File: config.mk
export PLATFORM = sky130hd
export DESIGN_NAME = cot_pwm_seq
export DESIGN_NICKNAME = d
export VERILOG_FILES = /design/src/rtl/cot_pkg.sv /design/src/rtl/cot_oneshot.sv /design/src/rtl/cot_lowside.sv /design/src/rtl/cot_pwm_seq.sv
export SDC_FILE = /design/constraint.sdc
export NUM_CORES = 1
export LEC_CHECK = 0
export ABC_AREA = 1
export CORE_MARGIN = 5
export CORE_UTILIZATION = 45
export DETAILED_ROUTE_END_ITERATION = 7
export DONT_BUFFER_PORTS = 1
export PLACE_DENSITY = 0.63
export SLEW_MARGIN = 20
export SYNTH_ARGS = -nofsm -noshare
export SYNTH_HDL_FRONTEND = slang
export SYNTH_SLANG_ARGS = --single-unit
File: constraint.sdc
create_clock -name clk -period 3.6 [get_ports clk]
set_clock_uncertainty 0.2 [all_clocks]
set_input_delay 0.54 -clock clk [delete_from_list [all_inputs] [get_ports clk]]
set_output_delay 0.54 -clock clk [all_outputs]
set_load 0.005 [all_outputs]
File: src/rtl/cot_pkg.sv
package cot_pkg;
  typedef enum logic [1:0] {
    PH_WAIT  = 2'd0,
    PH_GUARD = 2'd1,
    PH_HIGH  = 2'd2,
    PH_BREAK = 2'd3
  } phase_e;
endpackage

File: src/rtl/cot_oneshot.sv
module cot_oneshot #(
  parameter int W = 8
) (
  input  logic         clk,
  input  logic         rst,
  input  logic         load,
  input  logic [W-1:0] value,
  output logic [W-1:0] remaining
);
  logic [W-1:0] cnt_q;

  always_ff @(posedge clk) begin
    if (rst) begin
      cnt_q <= '0;
    end else if (load) begin
      cnt_q <= value;
    end else if (cnt_q != '0) begin
      cnt_q <= cnt_q - W'(1);
    end
  end

  assign remaining = cnt_q;
endmodule

File: src/rtl/cot_lowside.sv
module cot_lowside (
  input  logic clk,
  input  logic rst,
  input  logic halt,
  input  logic arm,
  input  logic drop,
  input  logic force_pwm,
  input  logic zero_cross,
  input  logic neg_ilim,
  output logic ls_en
);
  logic phase_q, phase_d;

  always_comb begin
    phase_d = phase_q;
    if (halt) begin
      phase_d = 1'b0;
    end else if (drop) begin
      phase_d = 1'b0;
    end else if (arm) begin
      phase_d = force_pwm || !zero_cross;
    end else if (!force_pwm && zero_cross) begin
      phase_d = 1'b0;
    end
  end

  always_ff @(posedge clk) begin
    if (rst) begin
      phase_q <= 1'b0;
      ls_en   <= 1'b0;
    end else begin
      phase_q <= phase_d;
      ls_en   <= phase_d && !neg_ilim;
    end
  end

  p_zc_truncate_r6: assert property (@(posedge clk) disable iff (rst)
    (!force_pwm && zero_cross) |=> !ls_en)
    else $error("R6 low side kept on after zero crossing");

  p_neg_limit_r8: assert property (@(posedge clk) disable iff (rst)
    neg_ilim |=> !ls_en)
    else $error("R8 low side kept on under negative limit");

  p_halt_ls_r9: assert property (@(posedge clk) disable iff (rst)
    halt |=> !ls_en)
    else $error("R9 low side on while halted");
endmodule

File: src/rtl/cot_pwm_seq.sv
module cot_pwm_seq #(
  parameter int TON_W       = 10,
  parameter int MIN_OFF_CYC = 100,
  parameter int LS_DLY_CYC  = 9
) (
  input  logic             clk,
  input  logic             rst,
  input  logic             run,
  input  logic             fault,
  input  logic             err_low,
  input  logic             ilim_over,
  input  logic             neg_ilim,
  input  logic             zero_cross,
  input  logic             ls_off_sense,
  input  logic             force_pwm,
  input  logic [TON_W-1:0] ton_cycles,
  output logic             hs_en,
  output logic             ls_en
);
  import cot_pkg::*;

  localparam int OFF_W = $clog2(MIN_OFF_CYC + 1);
  localparam int DLY_W = $clog2(LS_DLY_CYC + 1);

  phase_e ph_q;
  logic   hs_en_q;
  logic   halt, start_ok, enter_hi, hi_end, brk_end;
  logic   ton_last, ton_idle, brk_last, brk_idle, off_idle;
  logic [TON_W-1:0] ton_rem, ton_val;
  logic [DLY_W-1:0] brk_rem;
  logic [OFF_W-1:0] off_rem;

  assign halt     = !run || fault;
  assign off_idle = (off_rem == '0);
  assign ton_idle = (ton_rem == '0);
  assign ton_last = (ton_rem == TON_W'(1));
  assign brk_idle = (brk_rem == '0);
  assign brk_last = (brk_rem == DLY_W'(1));
  assign ton_val  = (ton_cycles == '0) ? TON_W'(1) : ton_cycles;

  assign start_ok = (ph_q == PH_WAIT)  && !halt && err_low && !ilim_over && off_idle;
  assign enter_hi = (ph_q == PH_GUARD) && !halt && ls_off_sense && !ls_en;
  assign hi_end   = (ph_q == PH_HIGH)  && !halt && ton_last;
  assign brk_end  = (ph_q == PH_BREAK) && !halt && brk_last;

  cot_oneshot #(.W(TON_W)) u_ton (
    .clk(clk), .rst(rst), .load(enter_hi), .value(ton_val), .remaining(ton_rem)
  );

  cot_oneshot #(.W(DLY_W)) u_brk (
    .clk(clk), .rst(rst), .load(hi_end), .value(DLY_W'(LS_DLY_CYC)), .remaining(brk_rem)
  );

  cot_oneshot #(.W(OFF_W)) u_off (
    .clk(clk), .rst(rst), .load(hi_end), .value(OFF_W'(MIN_OFF_CYC)), .remaining(off_rem)
  );

  cot_lowside u_ls (
    .clk(clk), .rst(rst), .halt(halt), .arm(brk_end), .drop(start_ok),
    .force_pwm(force_pwm), .zero_cross(zero_cross), .neg_ilim(neg_ilim), .ls_en(ls_en)
  );

  always_ff @(posedge clk) begin
    if (rst || halt) begin
      ph_q    <= PH_WAIT;
      hs_en_q <= 1'b0;
    end else begin
      unique case (ph_q)
        PH_WAIT:  if (start_ok) ph_q <= PH_GUARD;
        PH_GUARD: if (enter_hi) begin
                    ph_q    <= PH_HIGH;
                    hs_en_q <= 1'b1;
                  end
        PH_HIGH:  if (hi_end) begin
                    ph_q    <= PH_BREAK;
                    hs_en_q <= 1'b0;
                  end
        PH_BREAK: if (brk_end) ph_q <= PH_WAIT;
        default:  ph_q <= PH_WAIT;
      endcase
    end
  end

  assign hs_en = hs_en_q;

  p_no_overlap_r10: assert property (@(posedge clk) disable iff (rst)
    !(hs_en_q && ls_en))
    else $error("R10 both gates enabled");

  p_dead_adapt_r4: assert property (@(posedge clk) disable iff (rst)
    $rose(hs_en_q) |-> ($past(ls_off_sense) && !$past(ls_en)))
    else $error("R4 high side rose before low side sensed off");

  p_min_off_r3: assert property (@(posedge clk) disable iff (rst)
    $rose(hs_en_q) |-> off_idle)
    else $error("R3 high side rose inside minimum off time");

  p_ontime_hold_r2: assert property (@(posedge clk) disable iff (rst)
    (hs_en_q && !ton_last && !halt) |=> hs_en_q)
    else $error("R2 on-time cut short");

  p_ontime_live_r2: assert property (@(posedge clk) disable iff (rst)
    (ph_q == PH_HIGH) |-> !ton_idle)
    else $error("R2 on-time counter empty during pulse");

  p_break_live_r5: assert property (@(posedge clk) disable iff (rst)
    (ph_q == PH_BREAK) |-> !brk_idle)
    else $error("R5 break counter empty during break");

  p_halt_hs_r9: assert property (@(posedge clk) disable iff (rst)
    halt |=> !hs_en_q)
    else $error("R9 high side on while halted");
endmodule

* Word-level counts from Yosys, hierarchy flattened
Index checks and enable logic that the tools add are counted.
** Storage, ports and cells
- Bits in registers :: 26
- Latch bits :: 0
- RAM bits :: 0
- ROM bits :: 0
- Logic and storage cells :: 76
- Memories :: 0
** Operators by class
- Add/sub/neg operators :: 3
- Multiply operators :: 0
- Divide/modulo/power cells :: 0
- Order comparisons :: 0
- Equality and inequality tests :: 9
- Shifts and indexed selects :: 0
- Muxes and demuxes :: 19
- Bitwise operators :: 0
- Reductions and logical operators :: 36
** Operators with widths (number)
- two-way mux 10 bit :: 3
- two-way mux 7 bit :: 2
- logical AND 1 bit :: 13
- equality test 10 x 1 -> 1 bit (second input constant) :: 1
- zero test 10 bit :: 1
- nonzero test 10 bit :: 1
- subtractor 10 x 1 -> 10 bit (second input constant) :: 1
- two-way mux 2 bit :: 4
- two-way mux 4 bit :: 2
- != test 2 bit (second input constant) :: 4
- one-hot mux 2 bit (4 select lines) :: 1
- nonzero test 2 bit :: 4
- zero test 1 bit :: 7
- zero test 7 bit :: 1
- nonzero test 7 bit :: 1
- subtractor 7 x 1 -> 7 bit (second input constant) :: 1
- two-way mux 1 bit :: 6
- equality test 2 bit (second input constant) :: 2
- equality test 4 x 1 -> 1 bit (second input constant) :: 1
- AND reduction 4 bit :: 1
- nonzero test 4 bit :: 1
- subtractor 4 x 1 -> 4 bit (second input constant) :: 1
- logical OR 1 bit :: 3
- AND reduction 3 bit :: 1
- other kinds (4) :: 4

* Logic depth before layout (Yosys ltp)
- Depth after elaboration :: 10
- Depth in mapped cells :: 12

* Modules after synthesis
A second synthesis with hierarchy kept.
** Second synthesis, totals
- Cell total of the unflattened synthesis :: 332
- Area total of the unflattened synthesis :: 2021.9 um2
** Modules (own cells, without submodules)
- cot_oneshot (u_ton) :: times used 1, cells each 103, area an instance 653.1 um2
- cot_oneshot (u_off) :: times used 1, cells each 79, area an instance 526.8 um2
- cot_pwm_seq :: times used 1, cells each 96, area an instance 496.7 um2
- cot_oneshot (u_brk) :: times used 1, cells each 42, area an instance 260.2 um2
- cot_lowside :: times used 1, cells each 12, area an instance 85.1 um2

* Worst setup path before layout
Ideal clock, no wire load.
- Path kind :: reg2reg
- From :: register ph_q[1]
- To :: register u_ton.cnt_q[1], in the netlist u_ton.remaining[1]
- Arrival time :: 1.246 ns
- Data required time :: 3.279 ns
- Slack :: 2.033 ns
- Stages on the path, launching flop included :: 11
- Path buffers :: 0
- Clock period less this slack :: 1.567 ns
- Cell sequence :: dfxtp_1 inv_1 ha_1 nand2_1 nor2_2 nand2_4 clkinv_1 nand2_1 o21ai_0 nand2_1 o31ai_1
** Between the ends
- Cells in the longest elaborated chain, start to end :: 5
- Elaborated cells on any way between the ends :: 6
- Classes of those cells :: 1 x eq/ne; 1 x mux; 4 x reduce/logical
** Ends and longest elaborated chain
- from (decl) :: line cot_pwm_seq.sv:25 : phase_e ph_q;
- from (signal assigned) :: line cot_pwm_seq.sv:65 : ph_q <= PH_WAIT;
- from (signal assigned) :: line cot_pwm_seq.sv:69 : PH_WAIT: if (start_ok) ph_q <= PH_GUARD;
- from (signal assigned) :: line cot_pwm_seq.sv:71 : ph_q <= PH_HIGH;
- equality test 2 x 1 -> 1 bit (*) :: line cot_pwm_seq.sv:42 : assign enter_hi = (ph_q == PH_GUARD) && !halt && ls_off_sense && !ls_en;
- logical AND 1 bit (*) (3 in a row) :: line cot_pwm_seq.sv:42
- two-way mux 10 bit or nonzero test 2 bit (tied branches)
- to (signal assigned) :: line cot_oneshot.sv:16 : cnt_q <= value;
- to (signal assigned) :: line cot_oneshot.sv:18 : cnt_q <= cnt_q - W'(1);
- to (decl) :: line cot_oneshot.sv:10 : logic [W-1:0] cnt_q;
Every way passes the cells marked *; elsewhere a longest branch is shown, timed or not.
A chain may end at the register's enable or synchronous reset.

* Worst setup path in the final report
- From :: register ph_q[1]
- To :: register u_ton.cnt_q[7], in the netlist u_ton.remaining[7]
Same word-level chain as after synthesis.

==> results.json <==
{
  "max_stage_delay_ns": 0.38,
  "routedWlPerCell_um": 12.2,
  "p_int_uw": 784,
  "path_clk_slew_ns": 0.15,
  "antenna_found_initial": 0,
  "required_ns": 3.69,
  "seqCellArea_um2": 520,
  "drv_slew": 0,
  "crit_type": "flop to flop",
  "ios": 22,
  "cts_setup_buffers": 0,
  "seqPwrFrac": 0.334,
  "status": "complete, no violations",
  "cp_cell_sequence": "inv_1 > ha_1 > nand2_1 > nor2_2 > nand2_4 > clkinv_1 > o21ai_0 > nand2_1 > nand2_1",
  "crit_fanout": 16,
  "yosys.area.top_type": "dfxtp_1",
  "p_sw_uw": 619,
  "p_per_area_nw_per_um2": 825,
  "fillers": 351,
  "dieArea_um2": 4860,
  "hold_buffers": 0,
  "tightestPinTransition_ns": 0.244,
  "drive_gt1_frac": 0.111,
  "clock.fmax_mhz": 537,
  "start_kind": "flop",
  "p_clk_frac": 0.146,
  "synth_seq_cells": 26,
  "io_buffers": 0,
  "netSwitchingFraction": 0.441,
  "synthDistinctLibCells": 29,
  "start_util": 0.473,
  "setup_violations": 0,
  "cts_tree": "done",
  "synthCells": 232,
  "dp_cells": 276,
  "grt_pass1_vias": 1284,
  "die_h_um": 69.7,
  "netlist_area_um2": 1600,
  "path_delay_family": "simple AND/OR/NAND/NOR gates",
  "ant_nets": 0,
  "remaining_drc_errors": 0,
  "cts_root_buffer": "clkbuf_4",
  "drtIter0Drc": 78,
  "grt_pass1_wl_um": 5800,
  "leakage_uw": 0.000769,
  "setup_tns_ns": 0,
  "via_per_inst": 4.93,
  "area_growth_pct": 6.09,
  "avgSynthCellArea_um2": 6.91,
  "grt_use_total": 0.142,
  "clock-sinks": 26,
  "clk_latency_ns": 0.33,
  "cts_buffers": 3,
  "hold_viol_final": 0,
  "dp_hpwl_um": 2690,
  "core_area_um2": 3390,
  "cp_slowest_cell": "dfxtp_1",
  "yosysWarningCount": 0,
  "crit_buf_inv": 2,
  "first_pass_iters": 4,
  "rows": 21,
  "pre_cts_slack_ns": 1.78,
  "end_kind": "flop",
  "crit_top_cell": "nand2_1",
  "drt_wl_total_um": 3420,
  "grt_max_degree": 17,
  "cts_buffer_depth": 2,
  "rsz0062_at_grt": "false",
  "gp_congestion": 0.781,
  "fin_cells": 280,
  "htree_num_levels": 1,
  "arrival_ns": 1.95,
  "num_vias": 1379,
  "min_period_ns": 1.86,
  "synth_top_area_frac": 0.325,
  "synth_area_leaders": "dfxtp_1, nand2_1, inv_1",
  "syn-num-nets": 261,
  "fin_crit_sh": 0.517,
  "slew_headroom": 0.836,
  "cap_violations": 0,
  "vdd_ir_drop_max_v": 0.000378,
  "gr-total-overflow": 0,
  "fin_ws_ns": 1.74,
  "hold_path.class": "primary input to flop",
  "antenna_cells": 0,
  "yosysSeqAreaShare": 0.325,
  "num-nets-final": 264,
  "multi_input_area_um2": 938,
  "p_comb_frac": 0.520,
  "die_w_um": 69.7,
  "cts.repair.resized": 0
}
area by class of cell:
type	count	share of cell area
well taps	46	0.0338
flip-flops and latches	26	0.306
inverters	35	0.0773
multi-input cells	169	0.552
clock buffers	3	0.0132
clock inverters	1	0.0177
metal layers:
layer  share of wire  track usage  up-vias
met1            0.51        0.199      611
met5               0            0        -
met2            0.45        0.226       16
li1                -            -      748
met4           0.011       0.0383        0
met3           0.026       0.0246        4
metrics by stage:
stage	hold WS, ns	utilization	total power, uW	cell area (um^2)
after floorplan	0.254	-	1070	1600
after global placement	0.263	0.486	1210	1650
after detailed placement	0.279	0.486	1200	1650
after CTS	0.0432	0.502	1410	1700
after global routing	0.0347	0.502	1550	1700
final	0.0514	0.502	1400	1700
cell families (layout without fill, tap and decap cells):
| kind of cell | count (synthesis) | after routing | synth area share |
|---|---|---|---|
| AOI/OAI and AO/OA | 32 | 32 | 0.112 |
| and+or+nand+nor | 122 | 122 | 0.370 |
| xor gates and xnor gates | 6 | 6 | 0.0328 |
| buffers and inverters | 37 | 39 | 0.0898 |
| adders and majority gates | 9 | 9 | 0.0703 |
| DFF | 26 | 26 | 0.325 |
state kept, by name (all words and copies together), names as in the netlist:
signal           cells
u_ton.remaining     10
u_ls.ls_en           1
hs_en                1
u_off.remaining      7
u_brk.remaining      4
ph_q                 2
u_ls.phase_q         1
power by group through the flow:
| stage | Sequential, uW | Clock, uW | Combinational (uW) |
|---|---|---|---|
| floorplan | 458 | 0 | 614 |
| CTS | 470 | 208 | 732 |
| finish | 469 | 205 | 729 |
| global placement | 476 | 0 | 731 |
| global route | 484 | 220 | 846 |
| detailed placement | 477 | 0 | 728 |
cell usage after synthesis:
cell,instances
nor2_2,4
xnor2_1,1
nand3_4,1
clkinv_1,2
a21boi_0,1
nor3b_1,1
nand4_1,5
inv_1,31
nand2_4,2
a31oi_1,3
dfxtp_1,26
o31ai_1,2
nand2_1,49
nor2_4,3
a211oi_1,2
nor2_1,26
xor2_1,5
a21oi_1,14
nand3_1,17
inv_2,2
nor3_1,5
ha_1,9
buf_2,1
or2_2,4
o21ai_0,9
nand3_2,2
buf_4,1
nand2_2,3
o21ai_2,1
worst paths after layout:
kind,depth (start not counted),slack (ns),from,end
setup / recovery,9,1.74,ph_q[1],u_ton.remaining[7]
hold / removal,1,0.05,rst,u_brk.remaining[3]
setup reg to reg,9,1.74,ph_q[1],u_ton.remaining[7]
hold reg to reg,2,0.29,u_off.remaining[6],u_off.remaining[6]
placed cells by master, fill, tap and decap left out, drive strengths merged, types with 2 or more instances in the layout:
cell	n
ha	9
a31oi	3
or2	4
clkinv	2
dfxtp	26
a21oi	14
nand4	5
clkbuf	3
inv	33
nand2	54
o31ai	2
nor3	5
o21ai	10
xor2	5
nand3	20
nor2	33
a211oi	2
Note: power is estimated with default switching activity, not from simulation.
